**config.mk**
```make
export PLATFORM = sky130hd
export DESIGN_NAME = fll_tap_ctrl
export DESIGN_NICKNAME = d
export VERILOG_FILES = /design/src/rtl/fll_pkg.sv /design/src/rtl/fll_ref_sync.sv /design/src/rtl/fll_window_meter.sv /design/src/rtl/fll_dither.sv /design/src/rtl/fll_trim_fsm.sv /design/src/rtl/fll_tap_ctrl.sv
export SDC_FILE = /design/constraint.sdc
export NUM_CORES = 1
export LEC_CHECK = 0
export BUFFER_PORTS_ARGS = -buffer_cell sky130_fd_sc_hd__buf_4
export CORE_AREA = 2 2 90 92
export CTS_CLUSTER_SIZE = 14
export DETAILED_ROUTE_END_ITERATION = 7
export DIE_AREA = 0 0 92 94
export PLACE_DENSITY = 0.85
export SYNTH_ARGS = -nofsm -noshare
export SYNTH_HDL_FRONTEND = slang
export SYNTH_SLANG_ARGS = --single-unit
```
**constraint.sdc**
```tcl
create_clock -name osc_clk -period 3.6 [get_ports osc_clk]
set_input_delay 0 -clock osc_clk [delete_from_list [all_inputs] [get_ports osc_clk]]
set_output_delay 0 -clock osc_clk [all_outputs]
set_load 0.005 [all_outputs]
```
**src/rtl/fll_pkg.sv**
```systemverilog
package fll_pkg;
    typedef enum logic [1:0] {
        ST_HOLD    = 2'd0,
        ST_ARM     = 2'd1,
        ST_MEASURE = 2'd2,
        ST_TRIM    = 2'd3
    } fll_state_e;
endpackage

```
**src/rtl/fll_ref_sync.sv**
```systemverilog
module fll_ref_sync #(
    parameter int SYNC_STAGES = 2
) (
    input  logic clk,
    input  logic rst_n,
    input  logic ref_in,
    output logic ref_rise
);
    // SYNC_STAGES flops for metastability plus one for edge detection
    logic [SYNC_STAGES:0] shreg;

    always_ff @(posedge clk or negedge rst_n) begin
        if (!rst_n) begin
            shreg <= '0;
        end else begin
            shreg <= {shreg[SYNC_STAGES-1:0], ref_in};
        end
    end

    assign ref_rise = shreg[SYNC_STAGES-1] & ~shreg[SYNC_STAGES];
endmodule

```
**src/rtl/fll_window_meter.sv**
```systemverilog
module fll_window_meter #(
    parameter int CNT_W    = 12,
    parameter int WIN_REFS = 1
) (
    input  logic             clk,
    input  logic             rst_n,
    input  logic             run,
    input  logic             ref_rise,
    output logic             armed,
    output logic             done,
    output logic [CNT_W-1:0] meas
);
    localparam int RC_W = (WIN_REFS > 1) ? $clog2(WIN_REFS) : 1;
    localparam logic [CNT_W-1:0] CNT_MAX = '1;

    logic [CNT_W-1:0] cnt;
    logic [RC_W-1:0]  ref_seen;
    logic             last_ref;

    assign last_ref = (ref_seen == RC_W'(WIN_REFS - 1));

    always_ff @(posedge clk or negedge rst_n) begin
        if (!rst_n) begin
            armed    <= 1'b0;
            done     <= 1'b0;
            meas     <= '0;
            cnt      <= '0;
            ref_seen <= '0;
        end else begin
            done <= 1'b0;
            if (!run) begin
                armed    <= 1'b0;
                cnt      <= '0;
                ref_seen <= '0;
            end else if (ref_rise && !armed) begin
                armed    <= 1'b1;
                cnt      <= '0;
                ref_seen <= '0;
            end else if (ref_rise && last_ref) begin
                done     <= 1'b1;
                meas     <= (cnt == CNT_MAX) ? CNT_MAX : cnt + 1'b1;
                cnt      <= '0;
                ref_seen <= '0;
            end else begin
                if (ref_rise) begin
                    ref_seen <= ref_seen + 1'b1;
                end
                if (cnt != CNT_MAX) begin
                    cnt <= cnt + 1'b1;
                end
            end
        end
    end

    // a window result is only produced once a window has been opened
    p_result_after_open_r4: assert property (@(posedge clk) disable iff (!rst_n)
        done |-> $past(armed));
endmodule

```
**src/rtl/fll_dither.sv**
```systemverilog
module fll_dither #(
    parameter int TAP_W = 5,
    parameter int MOD_W = 5
) (
    input  logic             clk,
    input  logic             rst_n,
    input  logic [TAP_W-1:0] tap,
    input  logic [MOD_W-1:0] frac,
    output logic [TAP_W-1:0] osc_tap
);
    localparam logic [TAP_W-1:0] TAP_TOP = '1;
    localparam logic [TAP_W-1:0] TAP_MID = TAP_W'(1) << (TAP_W - 1);

    logic [MOD_W-1:0] acc;
    logic [MOD_W:0]   acc_sum;
    logic             step_up;

    // phase accumulator: carries out frac times per 2**MOD_W cycles, evenly spaced
    assign acc_sum = {1'b0, acc} + {1'b0, frac};
    assign step_up = acc_sum[MOD_W];

    always_ff @(posedge clk or negedge rst_n) begin
        if (!rst_n) begin
            acc     <= '0;
            osc_tap <= TAP_MID;
        end else begin
            acc     <= acc_sum[MOD_W-1:0];
            osc_tap <= (step_up && tap != TAP_TOP) ? tap + 1'b1 : tap;
        end
    end

    // applied tap is always the trimmed tap or its upper neighbour
    p_tap_neighbour_r3: assert property (@(posedge clk) disable iff (!rst_n)
        ({1'b0, osc_tap} == {1'b0, $past(tap)}) ||
        ({1'b0, osc_tap} == {1'b0, $past(tap)} + 1'b1));
endmodule

```
**src/rtl/fll_trim_fsm.sv**
```systemverilog
module fll_trim_fsm
    import fll_pkg::*;
#(
    parameter int CNT_W = 12,
    parameter int TOL_W = 6,
    parameter int TAP_W = 5,
    parameter int MOD_W = 5
) (
    input  logic             clk,
    input  logic             rst_n,
    input  logic             enable,
    input  logic             armed,
    input  logic             done,
    input  logic [CNT_W-1:0] meas,
    input  logic [CNT_W-1:0] target,
    input  logic [TOL_W-1:0] tol,
    output logic [TAP_W-1:0] tap,
    output logic [MOD_W-1:0] frac,
    output logic             lock
);
    localparam int WORD_W = TAP_W + MOD_W;
    localparam logic [WORD_W-1:0] WORD_TOP   = '1;
    localparam logic [WORD_W-1:0] RESET_WORD = WORD_W'(1) << (WORD_W - 1);

    fll_state_e       state, state_nxt;
    logic [WORD_W-1:0] word;
    logic [CNT_W-1:0] err_abs;
    logic             in_tol;
    logic             want_up, want_dn, win_ok, prev_ok;

    assign err_abs = (meas >= target) ? meas - target : target - meas;
    assign in_tol  = err_abs <= {{(CNT_W-TOL_W){1'b0}}, tol};

    always_ff @(posedge clk or negedge rst_n) begin
        if (!rst_n) begin
            state <= ST_HOLD;
        end else begin
            state <= state_nxt;
        end
    end

    always_comb begin
        state_nxt = state;
        unique case (state)
            ST_HOLD:    state_nxt = enable ? ST_ARM : ST_HOLD;
            ST_ARM:     state_nxt = armed ? ST_MEASURE : ST_ARM;
            ST_MEASURE: state_nxt = done ? ST_TRIM : ST_MEASURE;
            ST_TRIM:    state_nxt = ST_MEASURE;
        endcase
        if (!enable) begin
            state_nxt = ST_HOLD;
        end
    end

    always_ff @(posedge clk or negedge rst_n) begin
        if (!rst_n) begin
            word    <= RESET_WORD;
            lock    <= 1'b0;
            prev_ok <= 1'b0;
            want_up <= 1'b0;
            want_dn <= 1'b0;
            win_ok  <= 1'b0;
        end else begin
            unique case (state)
                ST_HOLD, ST_ARM: ;
                ST_MEASURE: begin
                    if (done) begin
                        want_up <= meas < target;
                        want_dn <= meas > target;
                        win_ok  <= in_tol;
                    end
                end
                ST_TRIM: begin
                    if (enable) begin
                        if (want_up && word != WORD_TOP) begin
                            word <= word + 1'b1;
                        end else if (want_dn && word != '0) begin
                            word <= word - 1'b1;
                        end
                        lock    <= win_ok && prev_ok;
                        prev_ok <= win_ok;
                    end
                end
            endcase
            if (!enable) begin
                lock    <= 1'b0;
                prev_ok <= 1'b0;
            end
        end
    end

    assign tap  = word[WORD_W-1:MOD_W];
    assign frac = word[MOD_W-1:0];

    // the word moves by at most one step per update
    p_single_step_r4: assert property (@(posedge clk) disable iff (!rst_n)
        (word != $past(word)) |->
            ((word == $past(word) + 1'b1) || (word == $past(word) - 1'b1)));
    // no wrap at either end
    p_no_wrap_top_r5: assert property (@(posedge clk) disable iff (!rst_n)
        (word == WORD_TOP) |=> (word != '0));
    p_no_wrap_bottom_r5: assert property (@(posedge clk) disable iff (!rst_n)
        (word == '0) |=> (word != WORD_TOP));
    // frozen word and cleared lock while disabled
    p_hold_frozen_r6: assert property (@(posedge clk) disable iff (!rst_n)
        !enable |=> $stable(word));
    p_hold_unlocked_r6: assert property (@(posedge clk) disable iff (!rst_n)
        !enable |=> !lock);
    // lock only rises out of a trim decision
    p_lock_from_trim_r7: assert property (@(posedge clk) disable iff (!rst_n)
        $rose(lock) |-> ($past(state) == ST_TRIM));
endmodule

```
**src/rtl/fll_tap_ctrl.sv**
```systemverilog
module fll_tap_ctrl #(
    parameter int CNT_W       = 12,
    parameter int TOL_W       = 6,
    parameter int RANGE_W     = 3,
    parameter int TAP_W       = 5,
    parameter int MOD_W       = 5,
    parameter int WIN_REFS    = 1,
    parameter int SYNC_STAGES = 2
) (
    input  logic               osc_clk,
    input  logic               rst_n,
    input  logic               ref_tick,
    input  logic               enable,
    input  logic [CNT_W-1:0]   target_cnt,
    input  logic [TOL_W-1:0]   tol,
    input  logic [RANGE_W-1:0] range_sel,
    output logic [RANGE_W-1:0] range_out,
    output logic [TAP_W-1:0]   osc_tap,
    output logic [TAP_W-1:0]   tap_code,
    output logic [MOD_W-1:0]   mod_code,
    output logic               lock
);
    logic             ref_rise;
    logic             win_armed;
    logic             win_done;
    logic [CNT_W-1:0] win_count;

    assign range_out = range_sel;

    fll_ref_sync #(.SYNC_STAGES(SYNC_STAGES)) u_sync (
        .clk      (osc_clk),
        .rst_n    (rst_n),
        .ref_in   (ref_tick),
        .ref_rise (ref_rise)
    );

    fll_window_meter #(.CNT_W(CNT_W), .WIN_REFS(WIN_REFS)) u_meter (
        .clk      (osc_clk),
        .rst_n    (rst_n),
        .run      (enable),
        .ref_rise (ref_rise),
        .armed    (win_armed),
        .done     (win_done),
        .meas     (win_count)
    );

    fll_trim_fsm #(.CNT_W(CNT_W), .TOL_W(TOL_W), .TAP_W(TAP_W), .MOD_W(MOD_W)) u_fsm (
        .clk    (osc_clk),
        .rst_n  (rst_n),
        .enable (enable),
        .armed  (win_armed),
        .done   (win_done),
        .meas   (win_count),
        .target (target_cnt),
        .tol    (tol),
        .tap    (tap_code),
        .frac   (mod_code),
        .lock   (lock)
    );

    fll_dither #(.TAP_W(TAP_W), .MOD_W(MOD_W)) u_dither (
        .clk     (osc_clk),
        .rst_n   (rst_n),
        .tap     (tap_code),
        .frac    (mod_code),
        .osc_tap (osc_tap)
    );
endmodule

```
; Yosys cells after proc, flatten, opt, wreduce, memory -nomap -nowiden
; Index checks and enable logic that the tools add are counted.
[op_classes]
add_sub_neg = 8
mul = 0
div_mod_pow = 0
magnitude_cmp = 4
n_eq_ne = 11
n_shift = 0
muxes = 26
bitwise = 4
reduce_logical = 13
[op_table]
columns = op, count
row1 = $mux W12, 6
row2 = $sub A12 B12 Y12, 2
row3 = $mux W10, 2
row4 = $mux W1, 14
row5 = $add A12 B1 Y12 const B, 1
row6 = $eq A12 B12 Y1 const B, 1
row7 = $ge A12 B12 Y1, 1
row8 = $gt A12 B12 Y1, 1
row9 = $le A12 B6 Y1, 1
row10 = $lt A12 B12 Y1, 1
row11 = $ne A12 B12 Y1 const B, 1
row12 = $add A10 B1 Y10 const B, 1
row13 = $ne A10 B10 Y1 const B, 1
row14 = $reduce_bool A10 Y1, 1
row15 = $sub A10 B1 Y10 const B, 1
row16 = $ne A4 B1 Y1 const B, 2
row17 = $pmux W2 S4, 1
row18 = $add A5 B5 Y6, 1
row19 = $logic_and A1 B1 Y1, 6
row20 = $reduce_and A3 Y1, 2
row21 = $add A5 B1 Y5 const B, 1
row22 = $mux W5, 1
row23 = $ne A5 B5 Y1 const B, 1
row24 = $eq A2 B2 Y1 const B, 2
row25 = 10 further kinds, 14
[totals]
register_bits = 57
latchBits = 0
mem_bits_rw = 0
rom_bits = 0
input_bits = 25
output_inout_bits = 19
elab_cells = 81
n_memories = 0

; Longest topological paths before layout
; Gate-level depths: netlist of run 1.
[depth]
word_depth = 6
ltp_mapped = 18
depth_no_buf = 18

; By module
; From an unflattened synthesis of run 1, not the netlist that was laid out.
[unflattened]
hier_cells = 473
area_unflattened_um2 = 4409.2
[modules_own_cells]
columns = module, instances, cells_each, area_per_inst_um2, seq_area_each_um2
row1 = fll_trim_fsm, 1, 301, 2462.4, 426.7
row2 = fll_window_meter, 1, 120, 1263.7, 675.6
row3 = fll_dither, 1, 45, 571.8, 251.5
row4 = fll_ref_sync, 1, 4, 88.8, 75.1
row5 = fll_tap_ctrl, 1, 3, 22.5, 0.0

; Least setup slack after synthesis of run 1
; OpenSTA, ideal clock, no wires.
[synth_path]
kind = register to register
from = register u_meter.meas[0]
to = register u_fsm.win_ok
setup_time_ns = 0.080
t_arrival_ns = 3.714
t_required_ns = 3.520
setup_slack_ns = -0.195
stages_incl_launch_ff = 19
n_path_buf = 0
synth_period_minus_slack_ns = 3.795
path_cell_list = dfrtp_1 inv_1 ha_1 inv_1 fa_1 a21oi_1 o211a_1 o31ai_1 a211o_2 a21oi_4 mux2_2 ha_1 nor2b_1 o21ai_0 a21o_1 a211oi_1 nor4_1 o2111ai_1 o211ai_2
[synth_between]
elab_chain_len = 3
word_cells_on_any_way = 5
classes_between = add/sub (2) / order compare (2) / mux (1)
[synth_rtl]
columns = element, line
row1 = "start, declared", fll_window_meter.sv:11  ; output logic [CNT_W-1:0] meas
row2 = "start signal, assigned", fll_window_meter.sv:41  ; meas <= (cnt == CNT_MAX) ? CNT_MAX : cnt + 1'b1;
row3 = $sub A12 B12 Y12 or $ge A12 B12 Y1 (tied branches), fll_trim_fsm.sv:31  ; assign err_abs = (meas >= target) ? meas - target : target - meas;
row4 = $mux W12 *, fll_trim_fsm.sv:31
row5 = $le A12 B6 Y1 *, fll_trim_fsm.sv:32  ; assign in_tol = err_abs <= {{(CNT_W-TOL_W){1'b0}}, tol};
row6 = "end signal, assigned", fll_trim_fsm.sv:70  ; win_ok <= in_tol;
row7 = "end, declared", fll_trim_fsm.sv:29  ; logic want_up, want_dn, win_ok, prev_ok;
; Every way passes the cells marked *; elsewhere a longest branch is shown, timed or not.
; A chain may end at the register's enable or synchronous reset.

; Worst setup path in the final report of run 1
; Same ends and word-level chain as after synthesis.

==> summary.txt, run 1 <==
Timing
  – Fin crit share: 1.01
  – Final setup fails: 1
  – Worst Max-Slew Pin Slew: 1070 ps
  – Slew Limit Fails: 0
  – Slew margin rel.: 0.284
  – Hold Violations, Final: 0
  – Min cycle time layout: between 3000 and 4000 ps
  – Setup WS post-layout: -44.0 ps
  – Fmax: ~270 MHz
  – WHS: 0.00227 ps
  – Skew final: between 10 and 15 ps
  – RSZ-0062 raised after global routing: true

Synthesis
  – Synthesized net count: 526
  – Distinct cells, synth: 52
  – Seq/Total Area, Yosys: 0.351
  – Ys Warns: 0
  – Netlist Area Pre-Place: 4080 um2
  – Avg Inst Size Synth: around 9.0 um2
  – Mapped Cells: 452
  – Synth Flop Type: dfrtp_1
  – Number of synthesized flops with an enable pin: 0
  – FF+latch count, synth: 57
  – Ys async rst share: 1.00

Critical path
  – CP Max Fanout: 4
  – CP Capture Type: register
  – CP startpoint kind: register
  – Setup CP Type: reg -> reg
  – Worst path required time: 3850 ps
  – Arr. time, crit path: 3900 ps

Run status
  – Failing checks: setup timing
  – Outcome: complete, but fails checks

Route
  – Drt initial violations: 162
  – Routed Antenna Nets: 0
  – Number of remaining DRC errors: 0
  – Vias post-DR: approximately 3,400
  – Final Routed Wirelength: ~9100 um
  – Routed wire length per instance: about 15 um
  – Avg Vias per Cell: 5.57
  – Pre-Repair DR Iteration Count: 4

Clock network
  – CTS Sinks: 57
  – TritonCTS clock tree: yes
  – CTS Buf Count: 9
  – H-tree Lvls: 3
  – Later-pin clock latency in the skew report: 330 ps
  – Clock transition at path regs: 70 ps
  – Worst-case clock buffer depth: 2
  – Clk root buf: clkbuf_8

Flow run
  – Max-Cap Viols: 0

Floorplanning
  – FP Rows: 32
  – Core Box Area: around 7600 um2
  – Die H: 94 um
  – Starting Density: 0.536
  – Die width: 92 um
  – Ports: between 40 and 50
  – Die area: 8650 um2

Global route
  – Initial antenna violation count: 0
  – Number of global-route vias before repair: 3,336
  – Grt total ovfl: 0
  – Largest net degree at the start of global routing: 58
  – Global-route usage over all layers: 0.227
  – First-pass GRT wire length: around 16,000 um

Power and ir drop
  – P_leak: between 2 and 2.5 nW
  – PwrDens: 427 nW/um2
  – Peak supply drop: 0.244 mV

Cells and area
  – N_diodes: 0
  – Fraction of layout cells with a size suffix above 1: 0.189
  – Fin util: 0.634
  – Post-layout nets: between 500 and 600
  – Area Growth Syn to Fin: 18.3%

Placement
  – DP HPWL: 6890 um
  – GPL Wtd Cong: approximately 0.92
  – Port bufs: 37

Min path
  – Worst hold path class: in -> out
-- what timing repair did --
action	in CTS	in global routing
pin swaps	8	1
endpoints found under the setup margin	1	1
gates resized for setup	4	1
hold endpoints to repair	62	0
buffers inserted	1	0
hold buffers	3	0
-- cell usage in the layout (no fill, tap or decap), types with 3 or more instances in the layout --
master and n:
dfrtp_1 55, buf_4 53, ha_1 45, inv_1 43, nand2_1 43, nor2_1 33
a21oi_1 30, o21ai_0 24, xnor2_1 18, nand3_1 16, xor2_1 12, a21o_1 10
mux2_2 10, clkbuf_8 10, nor3_1 9, nor2b_1 7, nand4_1 7, mux2i_1 7
o31ai_1 5, o2111ai_1 5, and3_1 4, o21a_1 3, nand2b_1 3, or3_1 3
fa_1 3, dlygate4sd3_1 3
-- state kept, by name, summed over array words and instances, names as in the netlist --
register          count
u_fsm.prev_ok         1
u_meter.ref_seen      1
u_meter.done          1
u_dither.osc_tap      5
u_meter.armed         1
u_fsm.want_up         1
u_meter.cnt          12
u_fsm.word           10
u_sync.shreg          3
u_fsm.state           2
u_fsm.win_ok          1
u_fsm.lock            1
u_meter.meas         12
u_fsm.want_dn         1
u_dither.acc          5
-- worst max-delay path: stages (launching register included) --
cell and delay (ps):
dfrtp_1 380, inv_1 50, ha_1 140, inv_1 60, fa_2 350, a21oi_2 150
o211a_1 200, o31ai_2 80, a211o_2 330, a21oi_4 210, buf_6 130, mux2i_1 210
xor2_1 200, ha_1 270, nor3_1 250, a211oi_2 100, nor4_2 250, nand3_1 130
o211ai_2 90
-- power by group --
part	internal, mW	switching [mW]
sequential	0.713	0.0685
clock	0.408	0.261
combinational	0.293	0.312
total	1.41	0.642
-- synthesized netlist by cell type, types with 4 or more instances --
library cell / instances / share of area
a21o_1: 10 / 0.018
a21oi_1: 31 / 0.038
and3_1: 4 / 0.0061
clkbuf_1: 10 / 0.0092
dfrtp_1: 55 / 0.34
fa_1: 4 / 0.020
ha_1: 45 / 0.14
inv_1: 43 / 0.040
mux2_2: 11 / 0.030
mux2i_1: 7 / 0.017
nand2_1: 43 / 0.040
nand3_1: 16 / 0.020
nand4_1: 7 / 0.011
nor2_1: 33 / 0.030
nor2b_1: 7 / 0.011
nor3_1: 10 / 0.012
o2111ai_1: 5 / 0.011
o21ai_0: 24 / 0.029
o31ai_1: 6 / 0.011
xnor2_1: 18 / 0.039
xor2_1: 12 / 0.026
-- worst paths after layout --
path	depth (start not counted)	start	slack, ps	end
min in group asynchronous	2	rst_n	260	u_meter.cnt[3]
setup reg to reg	18	u_meter.meas[0]	-40	u_fsm.win_ok
setup / recovery	18	u_meter.meas[0]	-40	u_fsm.win_ok
hold / removal	0	range_sel[0]	0.002	range_out[0]
max in group asynchronous	2	rst_n	2870	u_meter.done
hold reg to reg	0	u_sync.shreg[0]	370	u_sync.shreg[1]
-- final cells by class --
| cell class | instances | area, um2 |
|---|---|---|
| repair buffers | 57 | 439 |
| clock buffers | 11 | 141 |
| well taps | 102 | 128 |
| fillers | 626 | 2790 |
| inverters | 43 | 161 |
| flip-flops and latches | 57 | 1430 |
| clock inverters | 5 | 78.8 |
| multi-input cells | 335 | 2440 |
-- through the flow --
step           setup slack [ps]  setup TNS (ps)  instances  instance area (um2)  total power [mW]
3_5_place_dp               -203            -203        590                 4540              1.39
5_1_grt                    -293            -293        610                 4820              2.18
6_report                  -44.0           -44.0        610                 4820              2.06
2_1_floorplan              18.9               0        452                 4090              1.19
4_1_cts                   -91.4           -91.4        610                 4810              2.07
3_3_place_gp               29.5               0        590                 4540              1.35
-- per-layer routing --
layer,vias up,wire [um],GRT usage
li1,1679,-,-
met5,-,0,0
met1,1640,4050,0.294
met2,73,4610,0.384
met3,6,362,0.0433
met4,0,78,0.0759
-- kinds of logic (layout without fill, tap and decap cells) --
| family | count (synthesis) | in the layout | share of synthesized area |
|---|---|---|---|
| flip-flops | 57 | 57 | 0.351 |
| multiplexers | 18 | 18 | 0.0476 |
| AND/OR/NAND/NOR | 140 | 140 | 0.165 |
| buffers and inverters | 60 | 116 | 0.0593 |
| AO/OA/AOI/OAI | 98 | 98 | 0.155 |
| XOR/XNOR | 30 | 30 | 0.0645 |
| adder cells (fa/ha/maj) | 49 | 49 | 0.158 |
(Power assumes the default switching activity.)
==> inputs of run 2 (changes only) <==
- clock period: 3.6 -> 2.9 ns (I/O delays scaled with it)
==> run 2 against run 1 <==
Compared with the run above: the run still ends with setup timing left; register-to-register slack got worse by 710 ps; count of clock-buffer cells in the layout fell by 1; power increased by 26%; combinational power increased by 48%; critical path depth stayed put; first-iteration DRC count fell by 8.6%; worst setup slack got worse by 710 ps; sequential share of layout area fell by 2.0 points; flip-flop and latch count did not move; critical endpoint unchanged; largest cell class unchanged.
==> summary.txt, run 2 (same netlist as run 1, synthesis figures left out) <==
Run status
  – Outcome: complete, but fails checks
  – Failing checks: setup timing

Timing
  – Hold Violations, Final: 0
  – Skew final: 12.3 ps
  – Setup WS post-layout: -752 ps
  – Fin crit share: 1.26
  – Final setup fails: 1
  – Fmax: 274 MHz
  – Setup TNS Final: -752 ps
  – Worst Max-Slew Pin Slew: 991 ps
  – Min cycle time layout: 3650 ps
  – Slew margin rel.: 0.339
  – Slew Limit Fails: 0
  – WHS: 0.0151 ps
  – RSZ-0062 raised after global routing: true

Floorplanning
  – Core Box Area: 7610 um2
  – Ports: 44
  – Die width: about 92 um
  – Die H: 94 um
  – Die area: approximately 8600 um2
  – FP Rows: 32
  – Starting Density: 0.536

Power and ir drop
  – PnR Total Power: around 2.6 mW
  – P_leak: 2.60 nW
  – PwrDens: ~500 nW/um2
  – Peak supply drop: 0.488 mV

Global route
  – Met3 usage: 0.0409
  – Global-route usage over all layers: 0.247
  – Number of global-route vias before repair: 3,667
  – GRT Max-Usage Layer: met2
  – First-pass GRT wire length: ~17,000 um
  – Largest net degree at the start of global routing: 58
  – Grt total ovfl: 0
  – Initial antenna violation count: 0
  – GR Layer Usage met1: 0.288
  – Met2 usage: 0.451

Clock network
  – Worst-case clock buffer depth: 2
  – H-tree Lvls: 3
  – CTS Sinks: 57
  – CTS Buf Count: 9
  – Clock transition at path regs: around 80 ps
  – Clk root buf: clkbuf_8
  – Later-pin clock latency in the skew report: 340 ps
  – TritonCTS clock tree: yes

Cells and area
  – Commonest non-fill, non-tap cell in the layout: buf_4
  – N_diodes: 0
  – Post-layout nets: between 600 and 700
  – Area Growth Syn to Fin: 27.2%
  – Most frequent cells in the layout: buf_4, dfrtp_1, ha_1
  – Top flop regs: u_meter.cnt: 12 flops, u_meter.meas: 12 flops, u_fsm.word: 10 flops
  – Fraction of layout cells with a size suffix above 1: 0.266
  – Final Non-Filler Cells: 655

Placement
  – DP Cell Count: 633
  – Port bufs: 37
  – GPL Wtd Cong: 0.914
  – DP HPWL: between 7000 and 8000 um

Critical path
  – CP startpoint kind: register
  – Worst path required time: approximately 3100 ps
  – CP Capture Type: register
  – Arr. time, crit path: 3880 ps
  – Setup CP Type: reg -> reg
  – CP Max Fanout: 5

Route
  – Routed Antenna Nets: 0
  – Avg Vias per Cell: 5.49
  – Pre-Repair DR Iteration Count: 4
  – Drt initial violations: 148
  – Final Routed Wirelength: 9960 um
  – Number of remaining DRC errors: 0
  – Vias post-DR: 3,596
  – Routed wire length per instance: 15.2 um

Flow run
  – Max-Cap Viols: 0

Min path
  – Worst hold path class: in -> out
run 2: final cells by class:
cell class,count,area [um2]
Timing Repair Buffer,102,777
Clock inverter,6,66.3
Multi-Input combinational cell,335,2480
Clock buffer,10,138
Fill cell,608,2420
Tap cell,102,128
Sequential cell,57,1430
Inverter,43,161
run 2: critical path, cell delays in order (launching register included):
cell and delay (ps):
dfrtp_1 380, inv_1 50, ha_1 150, inv_1 60, fa_2 360, a21oi_2 180
o211a_1 220, o31ai_4 70, a211o_2 320, a21oi_4 250, mux2_4 350, ha_4 270
nor2b_1 120, o21ai_1 70, a21o_1 170, a211oi_2 260, nor4_1 90, nand3_1 100
o211ai_2 90
run 2: path summary, 6_finish.rpt:
kind                              endpoint  cells after the start            start  slack [ps]
setup / recovery              u_fsm.win_ok                     18  u_meter.meas[0]        -750
hold / removal                range_out[1]                      0     range_sel[1]        0.02
setup reg to reg              u_fsm.win_ok                     18  u_meter.meas[0]        -750
hold reg to reg            u_sync.shreg[1]                      0  u_sync.shreg[0]         350
max in group asynchronous    u_fsm.word[3]                      2            rst_n        2160
min in group asynchronous    u_fsm.word[4]                      2            rst_n         250
run 2: power by group:
group	leakage, nW	switching [mW]	internal [mW]
logic	1.77	0.472	0.422
clock network	0.0949	0.338	0.421
registers	0.736	0.0460	0.886
total	2.60	0.856	1.73
run 2: stage by stage:
stage	worst slack, ps	util	instance area, um2
floorplan	-633	-	4120
detailed placement	-877	0.642	4890
CTS	-854	0.678	5160
global placement	-640	0.642	4890
global route	-944	0.681	5180
finish	-752	0.681	5180
run 2: metal layers:
layer	wire, um	vias up
li1	-	1765
met2	5230	82
met1	4130	1730
met3	369	19
met4	233	0
met5	0	-
run 2: timing repair:
item                                    CTS  global route
hold buffers                              3             0
endpoints found under the setup margin    1             2
hold endpoints to repair                 62             0
resized for setup                         5             4
buffers inserted                          2             1
pin swaps                                 1             4
